<file path="src/rtl/dspace_decoder.sv">
module dspace_decoder #(
  parameter int AW     = 16,
  parameter int DW     = 8,
  parameter int REGF_N = 32,
  parameter int IO_N   = 64,
  parameter int XIO_N  = 160,
  parameter int SRAM_N = 4096
) (
  input  logic          clk,
  input  logic          rst_n,
  input  logic [AW-1:0] cpu_addr,
  input  logic          cpu_rd,
  input  logic          cpu_wr,
  input  logic [DW-1:0] cpu_wdata,
  output logic [DW-1:0] cpu_rdata,
  output logic          cpu_ready,
  input  logic          xmem_en,
  input  logic [1:0]    xmem_wait,
  output logic          sel_regf,
  output logic          sel_io,
  output logic          sel_xio,
  output logic          sel_sram,
  input  logic [DW-1:0] regf_rdata,
  input  logic [DW-1:0] io_rdata,
  input  logic [DW-1:0] xio_rdata,
  input  logic [DW-1:0] sram_rdata,
  output logic          unmapped,
  output logic [AW-1:0] ext_addr,
  output logic [DW-1:0] ext_wdata,
  input  logic [DW-1:0] ext_rdata,
  output logic          ext_rd_n,
  output logic          ext_wr_n
);
  localparam logic [AW-1:0] IO_B   = AW'(REGF_N);
  localparam logic [AW-1:0] XIO_B  = AW'(REGF_N + IO_N);
  localparam logic [AW-1:0] SRAM_B = AW'(REGF_N + IO_N + XIO_N);
  localparam logic [AW-1:0] EXT_B  = AW'(REGF_N + IO_N + XIO_N + SRAM_N);

  logic       busy;
  logic [1:0] cnt;
  logic       req, hit_ext, start, last;

  assign req     = cpu_rd | cpu_wr;
  assign hit_ext = req && (cpu_addr >= EXT_B);
  assign start   = !busy && hit_ext && xmem_en;
  assign last    = busy && (cnt == 2'd0);

  assign sel_regf = req && (cpu_addr < IO_B);
  assign sel_io   = req && (cpu_addr >= IO_B)   && (cpu_addr < XIO_B);
  assign sel_xio  = req && (cpu_addr >= XIO_B)  && (cpu_addr < SRAM_B);
  assign sel_sram = req && (cpu_addr >= SRAM_B) && (cpu_addr < EXT_B);
  assign unmapped = !busy && hit_ext && !xmem_en;

  assign cpu_ready = busy ? last : !start;

  always_comb begin
    cpu_rdata = '0;
    if (busy) begin
      if (last && !ext_rd_n) cpu_rdata = ext_rdata;
    end else if (sel_regf) cpu_rdata = regf_rdata;
    else if (sel_io)       cpu_rdata = io_rdata;
    else if (sel_xio)      cpu_rdata = xio_rdata;
    else if (sel_sram)     cpu_rdata = sram_rdata;
  end

  always_ff @(posedge clk or negedge rst_n) begin
    if (!rst_n) begin
      busy      <= 1'b0;
      cnt       <= '0;
      ext_rd_n  <= 1'b1;
      ext_wr_n  <= 1'b1;
      ext_addr  <= '0;
      ext_wdata <= '0;
    end else if (start) begin
      busy      <= 1'b1;
      cnt       <= xmem_wait;
      ext_rd_n  <= !cpu_rd;
      ext_wr_n  <= !(cpu_wr && !cpu_rd);
      ext_addr  <= cpu_addr;
      ext_wdata <= cpu_wdata;
    end else if (last) begin
      busy     <= 1'b0;
      ext_rd_n <= 1'b1;
      ext_wr_n <= 1'b1;
    end else if (busy) begin
      cnt <= cnt - 2'd1;
    end
  end
endmodule


</file>
<file path="config.mk">
export PLATFORM = sky130hd
export DESIGN_NAME = dspace_decoder
export DESIGN_NICKNAME = d
export VERILOG_FILES = /design/src/rtl/dspace_decoder.sv
export SDC_FILE = /design/constraint.sdc
export NUM_CORES = 1
export LEC_CHECK = 0
export CORE_UTILIZATION = 45
export DETAILED_ROUTE_END_ITERATION = 8
export DONT_BUFFER_PORTS = 1
export GPL_TIMING_DRIVEN = 0
export MAX_ROUTING_LAYER = met4
export PLACE_DENSITY = 0.63
export RECOVER_POWER = 50
export SYNTH_ARGS = -nofsm -noshare
export SYNTH_HDL_FRONTEND = slang
export SYNTH_SLANG_ARGS = --single-unit
</file>
<file path="constraint.sdc">
create_clock -name clk -period 2.7 [get_ports clk]
set_input_delay 0.27 -clock clk [delete_from_list [all_inputs] [get_ports clk]]
set_output_delay 0.27 -clock clk [all_outputs]
set_load 0.05 [all_outputs]
</file>
# ---- Word-level counts from Yosys, hierarchy flattened
# Index checks and enable logic that the tools add are counted.
dict set report word_totals {
  reg_bits 29
  wordCells 56
  input_bits 71
  output_inout_bits 40
}
dict set report op_classes {
  n_addsub 1
  bitwise_logic 1
  n_mux 15
  n_eq_ne 1
  n_reduce_logical 24
  n_lt_le_gt_ge 8
}
# op count
set op_table {}
lappend op_table {{$mux W8} 6}
lappend op_table {{$ge A16 B13 Y1 const B} 1}
lappend op_table {{$ge A16 B6 Y1 const B} 1}
lappend op_table {{$ge A16 B7 Y1 const B} 1}
lappend op_table {{$ge A16 B9 Y1 const B} 1}
lappend op_table {{$lt A16 B13 Y1 const B} 1}
lappend op_table {{$lt A16 B6 Y1 const B} 1}
lappend op_table {{$lt A16 B7 Y1 const B} 1}
lappend op_table {{$lt A16 B9 Y1 const B} 1}
lappend op_table {{$logic_and A1 B1 Y1} 14}
lappend op_table {{$logic_not A1 Y1} 6}
lappend op_table {{$mux W1} 6}
lappend op_table {{$mux W2} 3}
lappend op_table {{$reduce_bool A2 Y1} 2}
lappend op_table {{$logic_not A2 Y1} 1}
lappend op_table {{$ne A2 B2 Y1 const B} 1}
lappend op_table {{$reduce_and A2 Y1} 1}
lappend op_table {{$sub A2 B1 Y2 const B} 1}
lappend op_table {{$or A1 B1 Y1} 1}

# ---- Logic depth before layout (Yosys ltp)
# Gate-level depths: netlist of run 1.
dict set report depth {
  depth_word 8
  depth_mapped 6
}

# ---- Least setup slack after synthesis of run 1
# No wires, ideal clock.
dict set report synth_timing {
  path_kind {register to output}
  start {register busy}
  end {output port unmapped}
  required_ns 2.430
  setup_slack_ns -0.444
  n_path_buf 0
  stages_incl_launch_ff 2
  arrival_ns 2.874
  cell_sequence {dfrtp_1 -> a2111oi_0}
}
dict set report synth_between {
  elab_chain_cells 3
}
# item line
set synth_lines {}
lappend synth_lines {{start, declared} 39} ;# logic busy;
lappend synth_lines {{start signal, assigned} 68} ;# busy <= 1'b0;
lappend synth_lines {{start signal, assigned} 75} ;# busy <= 1'b1;
lappend synth_lines {{start signal, assigned} 82} ;# busy <= 1'b0;
lappend synth_lines {{$logic_not A1 Y1} 52} ;# assign unmapped = !busy && hit_ext && !xmem_en;
lappend synth_lines {{$logic_and A1 B1 Y1 (2 in series)} 52}
lappend synth_lines {{end, declared} 27} ;# output logic unmapped,
# No other way between the ends.

# ---- Final worst setup path of run 1
dict set report layout_timing {
  start {register busy}
  end {output port cpu_rdata[3]}
}
dict set report layout_between {
  elab_chain_cells 4
}
# item line
set layout_lines {}
lappend layout_lines {{$logic_and A1 B1 Y1} 46} ;# assign last = busy && (cnt == 2'd0);
lappend layout_lines {{$logic_and A1 B1 Y1} 59} ;# if (last && !ext_rd_n) cpu_rdata = ext_rdata;
lappend layout_lines {{$mux W8} 59}
lappend layout_lines {{$mux W8 (*)} 58} ;# if (busy) begin
lappend layout_lines {{end, declared} 15} ;# output logic [DW-1:0] cpu_rdata,
# Mark *: on every way between the ends. The rest lies on a longest branch, timed or not.

==> results.json, run 1 <==
{
  "ys_seq_area_frac": 0.442,
  "dr_total_vias": 1244,
  "status": "completed",
  "arrival_ns": 2.10,
  "post_cts_buffers": 0,
  "multi_input_area_um2": 873,
  "cts_buffer_depth": 2,
  "finalWeightedCongestion": 0.764,
  "yosysWarnings": 0,
  "grt_pass1_vias": 1264,
  "r2r_end": "ext_addr[10]$_DFFE_PN0P_",
  "postSynthCellCount": 154,
  "grt_pass1_wl_um": 6620,
  "numCtsBuffers": 5,
  "fmax_ghz": 0.421,
  "hold_start": "cpu_rd",
  "stdcell_count": 212,
  "ios": 111,
  "dp_hpwl_um": 3160,
  "powerDensity_nw_per_um2": 1400,
  "antenna_found_initial": 0,
  "crit_fanout": 8,
  "portBuffers": 0,
  "wl_um": 4200,
  "clkSinkCount": 29,
  "drv_slew": 0,
  "grt_max_degree": 30,
  "drc_errors": 0,
  "ir_drop_uv": 862,
  "dieArea_um2": 3910,
  "drv_cap": 0,
  "placed_area_um2": 1720,
  "rr_worst_depth": 3,
  "power_w": 0.00260,
  "rr_startpoint": "busy$_DFFE_PN0P_",
  "syn_area_per_cell_um2": 10.7,
  "regArea_um2": 728,
  "async_reset_ff_frac": 1.00,
  "dr.pass1.iters": 4,
  "worstPathRequired_ns": 2.43,
  "final_common_cell": "dfrtp_1",
  "worst_slack_ns": 0.327,
  "cts_tree": "done",
  "fp.coreArea_um2": 3420,
  "hold_viol": 0,
  "cp-end-kind": "output pin",
  "clk_latency_ns": 0.32,
  "placedCellCount": 201,
  "rows": 21,
  "maxSlewHeadroom": 0.0165,
  "die_w_um": 62.5,
  "dp_slack_ns": 0.184,
  "reg2reg_slack_ns": 1.11,
  "post-route-min-period_ns": 2.37,
  "initial_core_util": 0.482,
  "via_per_inst": 5.87,
  "layout-drive-gt1-share": 0.295,
  "clock_skew_ns": 0.00342,
  "setup_viol": 0,
  "synth_nets": 226,
  "worstSetupPathType": "reg -> out",
  "syn_to_final_growth_pct": 13.3,
  "hold_ws_ns": 0.0656,
  "synth_edf_count": 0,
  "worst_setup_path_start_kind": "register",
  "worst_pin_slew_ns": 1.48,
  "n_fill_cell": 333,
  "final_area_um2": 1870,
  "cts.reportedPaths.clkPinSlew_ns": 0.09,
  "grt-ovfl-total": 0,
  "wl_per_cell_um": 19.8,
  "cts_htree_levels": 2,
  "netlist_area_um2": 1650,
  "whs_endpoint": "ext_wr_n$_DFFE_PN1P_",
  "grt_usage": 0.226,
  "final_nets": 237,
  "die_h_um": 62.5,
  "drt_iter0_drc": 79,
  "diodes": 0,
  "yosys_most_used_dff": "dfrtp_1",
  "synth_seq_cells": 29,
  "post-route-period-util": 0.879,
  "min_path_type": "in -> reg",
  "antenna_left": 0,
  "final_cell_mix": "27 x dfrtp_1, 22 x mux2_4, 15 x nor2_1, 13 x inv_1, 11 x nor3_1",
  "leakagePower_nw": 0.844,
  "root_buffer": "clkbuf_4",
  "worstHoldPathCells": 2,
  "rsz0062_at_grt": "false",
  "ys_types": 27
}
## power breakdown
group | total, W | internal (W) | switching, W | leakage (nW)
logic | 0.000696 | 0.000368 | 0.000328 | 0.461
registers | 0.00153 | 0.000654 | 0.000878 | 0.339
clock network | 0.000375 | 0.000220 | 0.000155 | 0.0445
total | 0.00260 | 0.00124 | 0.00136 | 0.844
## worst max-delay path, stage by stage, from the launching register on
cell     delay, ns
dfrtp_1       0.47
nor3_1        0.55
o21ai_0       0.23
o21ai_2       0.53
## flip-flops by register name (all words and copies together), names as in the netlist
signal	cells
busy	1
cnt	2
ext_addr	16
ext_rd_n	1
ext_wr_n	1
ext_wdata	8
## cell families after synthesis
| kind of cell | synth area share |
|---|---|
| adders and majority gates | 0.00760 |
| buffers and inverters | 0.0524 |
| xor gates and xnor gates | 0.0160 |
| and+or+nand+nor | 0.125 |
| DFF | 0.442 |
| muxes | 0.220 |
| AOI/OAI and AO/OA | 0.136 |
## final cells by class
type	count	share of cell area
Clock buffer	6	0.0275
Clock inverter	2	0.0201
Inverter	13	0.0262
Sequential cell	29	0.390
Tap cell	46	0.0309
Buffer	5	0.0201
Timing Repair Buffer	4	0.0168
Multi-Input combinational cell	107	0.468
## synth_stat cells, drive strengths merged (2+ instances only)
| library cell | count | area, um2 |
|---|---|---|
| nand2 | 10 | 37.5 |
| nor4 | 2 | 18.8 |
| mux2 | 24 | 353 |
| a21oi | 7 | 35.0 |
| o32a | 8 | 80.1 |
| dfrtp | 27 | 676 |
| or3 | 2 | 12.5 |
| clkbuf | 2 | 7.51 |
| nand2b | 2 | 12.5 |
| buf | 3 | 30.0 |
| xnor2 | 2 | 17.5 |
| nor3 | 12 | 60.1 |
| inv | 13 | 48.8 |
| nor2 | 15 | 56.3 |
| o21ai | 16 | 80.1 |
| dfstp | 2 | 52.6 |
## how the worst max path moves through the flow
stage                                start            to  slack (ns)  depth (start not counted)
after floorplan                cpu_addr[9]        sel_io        0.17                          5
after global placement         cpu_addr[9]        sel_io      -0.007                          5
after detailed placement      cpu_addr[13]  cpu_rdata[3]        0.18                          4
after CTS                 busy$_DFFE_PN0P_  cpu_rdata[3]        0.08                          3
after global routing      busy$_DFFE_PN0P_  cpu_rdata[3]        0.14                          3
final                     busy$_DFFE_PN0P_  cpu_rdata[3]        0.33                          3
## per-stage QoR
stage                util  setup TNS (ns)
global route        0.546               0
global placement    0.499        -0.00718
CTS                 0.542               0
finish              0.546               0
floorplan               -               0
detailed placement  0.504               0
## routing by layer
layer,track usage,wire [um]
met2,0.357,2050
met5,-,0
met3,0.104,477
met4,0.0669,37
met1,0.256,1630
## repair_timing
item	in CTS	in global routing
hold buffers	3	0
gates resized for setup	0	8
setup endpoints to repair	0	8
hold endpoints to repair	30	0
(Power assumes the default switching activity.)
==> run 2: changes to the inputs <==
--- a/config.mk
+++ b/config.mk
@@ -5,6 +5,7 @@
 export SDC_FILE = /design/constraint.sdc
 export NUM_CORES = 1
 export LEC_CHECK = 0
+export ABC_AREA = 1
 export CORE_UTILIZATION = 45
 export DETAILED_ROUTE_END_ITERATION = 8
 export DONT_BUFFER_PORTS = 1
==> run 2 against run 1 <==
The flow now finishes with violations (max-capacitance violations, max-slew violations). Combinational power is 14% lower. Final cell count up 45%. Critical path depth rose by 3. First-iteration DRC count increased by 7.6%. Hold slack improved by 0.043 ns. Clock skew rose by 0.0020 ns. Flip-flop and latch count stayed put. Setup slack improved by 0.18 ns. Clock power up 27%. Sequential share of layout area decreased by 3.5 points. Final area rose by 9.8%. Critical endpoint is now sel_xio. Largest cell class unchanged. Largest power group unchanged.
==> results.json, run 2 <==
{
  "numCtsBuffers": 5,
  "dr.pass1.iters": 4,
  "dr_total_vias": 1676,
  "crit_slowest_cell": "a21oi_1",
  "grt_max_degree": 30,
  "setup_viol": 0,
  "antenna_left": 0,
  "via_per_inst": 5.44,
  "regArea_um2": 728,
  "initial_core_util": 0.484,
  "crit_fanout": 10,
  "leakagePower_nw": 1.18,
  "portBuffers": 0,
  "cp_top_family": "compound AO/OA/AOI/OAI gates",
  "dieArea_um2": 4340,
  "final_common_cell": "nand2_1",
  "finalWeightedCongestion": 0.786,
  "ctsResizeCount": 0,
  "rr_worst_depth": 5,
  "powerDensity_nw_per_um2": 1230,
  "p_int_w": 0.00115,
  "synth_most_common_cell": "nand2_1",
  "fmax_ghz": 0.456,
  "async_reset_ff_frac": 1.00,
  "synth_nets": 322,
  "clk_latency_ns": 0.28,
  "power_switching_share": 0.541,
  "critPathBufInv": 1,
  "postSynthCellCount": 250,
  "status": "finished, violations left",
  "worst_slack_ns": 0.507,
  "ys_seq_area_frac": 0.396,
  "syn_to_final_growth_pct": 11.4,
  "whs_endpoint": "ext_wdata[5]$_DFFE_PN0P_",
  "cts_htree_levels": 2,
  "diodes": 0,
  "rsz0062_at_grt": "false",
  "rr_startpoint": "busy$_DFFE_PN0P_",
  "drt_iter0_drc": 85,
  "crit_path_max_incr_delay_ns": 0.84,
  "grt_usage": 0.230,
  "cts.reportedPaths.clkPinSlew_ns": 0.07,
  "worst_pin_slew_ns": 1.55,
  "clock_skew_ns": 0.00541,
  "dp_hpwl_um": 3530,
  "multi_input_area_um2": 883,
  "placed_area_um2": 1910,
  "top_register": "ext_addr",
  "worst_setup_path_start_kind": "primary input",
  "hold_buffers": 2,
  "hold_start": "cpu_wdata[5]",
  "drc_errors": 0,
  "cts_tree": "done",
  "drv_cap": 1,
  "netlist_area_um2": 1840,
  "yosys.area.top_type": "dfrtp_1",
  "synth.area.top_cells": "dfrtp_1 37%, nand2_1 16%, nand4_1 8.2%",
  "p_seq_frac": 0.573,
  "wl_um": 4780,
  "rows": 22,
  "antenna_found_initial": 0,
  "utilization": 0.539,
  "largest_reg_flops": 16,
  "violations": "max-capacitance violations, max-slew violations",
  "cp-end-kind": "output pin",
  "post-route-period-util": 0.812,
  "grt-ovfl-total": 0,
  "synth_seq_cells": 29,
  "post_cts_buffers": 0,
  "grt_pass1_wl_um": 7160,
  "reg2reg_slack_ns": 1.02,
  "hold_viol": 0,
  "r2r_end": "cnt[1]$_DFFE_PN0P_",
  "wl_per_cell_um": 15.5,
  "final_nets": 331,
  "ir_drop_uv": 691,
  "clkSinkCount": 29,
  "fp.coreArea_um2": 3800,
  "post-route-min-period_ns": 2.19,
  "drv_slew": 30,
  "root_buffer": "clkbuf_8",
  "pwr-share-comb": 0.237,
  "dp_slack_ns": 0.267,
  "die_h_um": 65.9,
  "hold_ws_ns": 0.108,
  "worstPathRequired_ns": 2.43,
  "pwr-share-clk": 0.189,
  "worstSetupPathType": "in -> out",
  "ios": 111,
  "final_area_um2": 2050,
  "n_fill_cell": 392,
  "fin_setup_tns_ns": 0,
  "cts_buffer_depth": 2,
  "yosys_most_used_dff": "dfrtp_1",
  "min_path_type": "in -> reg",
  "switching_power_w": 0.00136,
  "worstHoldPathCells": 2,
  "ys_top_cells_by_count": "77 x nand2_1, 39 x inv_1, 27 x dfrtp_1",
  "ys_types": 27,
  "die_w_um": 65.9,
  "syn_area_per_cell_um2": 7.35,
  "maxSlewHeadroom": -0.0363,
  "layout-drive-gt1-share": 0.138,
  "worstPathCellList": "nor2_1 > nand2_4 > nor2_8 > buf_4 > nand2_1 > a21oi_1",
  "top_regs": "ext_addr (16), ext_wdata (8), cnt (2)",
  "synth_edf_count": 0,
  "arrival_ns": 1.92,
  "synth_top_cell_area_share": 0.368,
  "final_cell_mix": "77 x nand2_1, 39 x inv_1, 27 x dfrtp_1, 25 x o21ai_1, 24 x nand4_1",
  "grt_pass1_vias": 1543,
  "yosysWarnings": 0
}
==> run 2: power by group through the flow <==
stage               clock network [W]  registers (W)  logic, W
CTS                          0.000485        0.00144  0.000610
detailed placement                  0        0.00145  0.000595
finish                       0.000476        0.00144  0.000596
global route                 0.000510        0.00147  0.000683
floorplan                           0        0.00141  0.000502
global placement                    0        0.00145  0.000572
==> run 2: kinds of logic after synthesis <==
| family | count (synthesis) | synth area share |
|---|---|---|
| AND/OR/NAND/NOR | 129 | 0.339 |
| buffers and inverters | 51 | 0.132 |
| AO/OA/AOI/OAI | 40 | 0.126 |
| flip-flops | 29 | 0.396 |
| adder cells (fa/ha/maj) | 1 | 0.00681 |
==> run 2: layer usage <==
metal  global-route usage  part of all wire  vias to the layer above
met4               0.0679            0.0096                        0
met5                    -                 0                        -
met2                0.347              0.47                       79
li1                     -                 -                      828
met1                0.282              0.42                      763
met3               0.0897              0.10                        6
==> run 2: through the flow <==
| stage | total power (W) | std cells |
|---|---|---|
| floorplan | 0.00191 | 250 |
| global placement | 0.00202 | 298 |
| detailed placement | 0.00204 | 298 |
| CTS | 0.00254 | 308 |
| global route | 0.00266 | 308 |
| finish | 0.00251 | 308 |
==> run 2: cell type report <==
cell class	count	share of cell area
Buffer	10	0.0434
Clock inverter	2	0.0183
Sequential cell	29	0.356
Timing Repair Buffer	2	0.00672
Clock buffer	6	0.0403
Multi-Input combinational cell	170	0.431
Inverter	41	0.0751
Tap cell	48	0.0293
==> run 2: worst register-to-register path, stage by stage (launching register included) <==
cell and delay, ns:
dfrtp_1 0.40, clkinv_1 0.24, o21ai_0 0.37, inv_1 0.34
nand2_1 0.13, o21ai_1 0.07
==> run 2: how the worst max path moves through the flow <==
stage | start | to | slack [ns] | depth (start not counted)
2_1_floorplan | cpu_addr[9] | unmapped | 0.44 | 4
3_3_place_gp | cpu_addr[9] | unmapped | 0.27 | 4
3_5_place_dp | cpu_addr[9] | sel_io | 0.27 | 6
4_1_cts | cpu_addr[9] | sel_io | 0.26 | 6
5_1_grt | cnt[0]$_DFFE_PN0P_ | cpu_rdata[0] | 0.32 | 6
6_report | cpu_addr[9] | sel_xio | 0.51 | 6
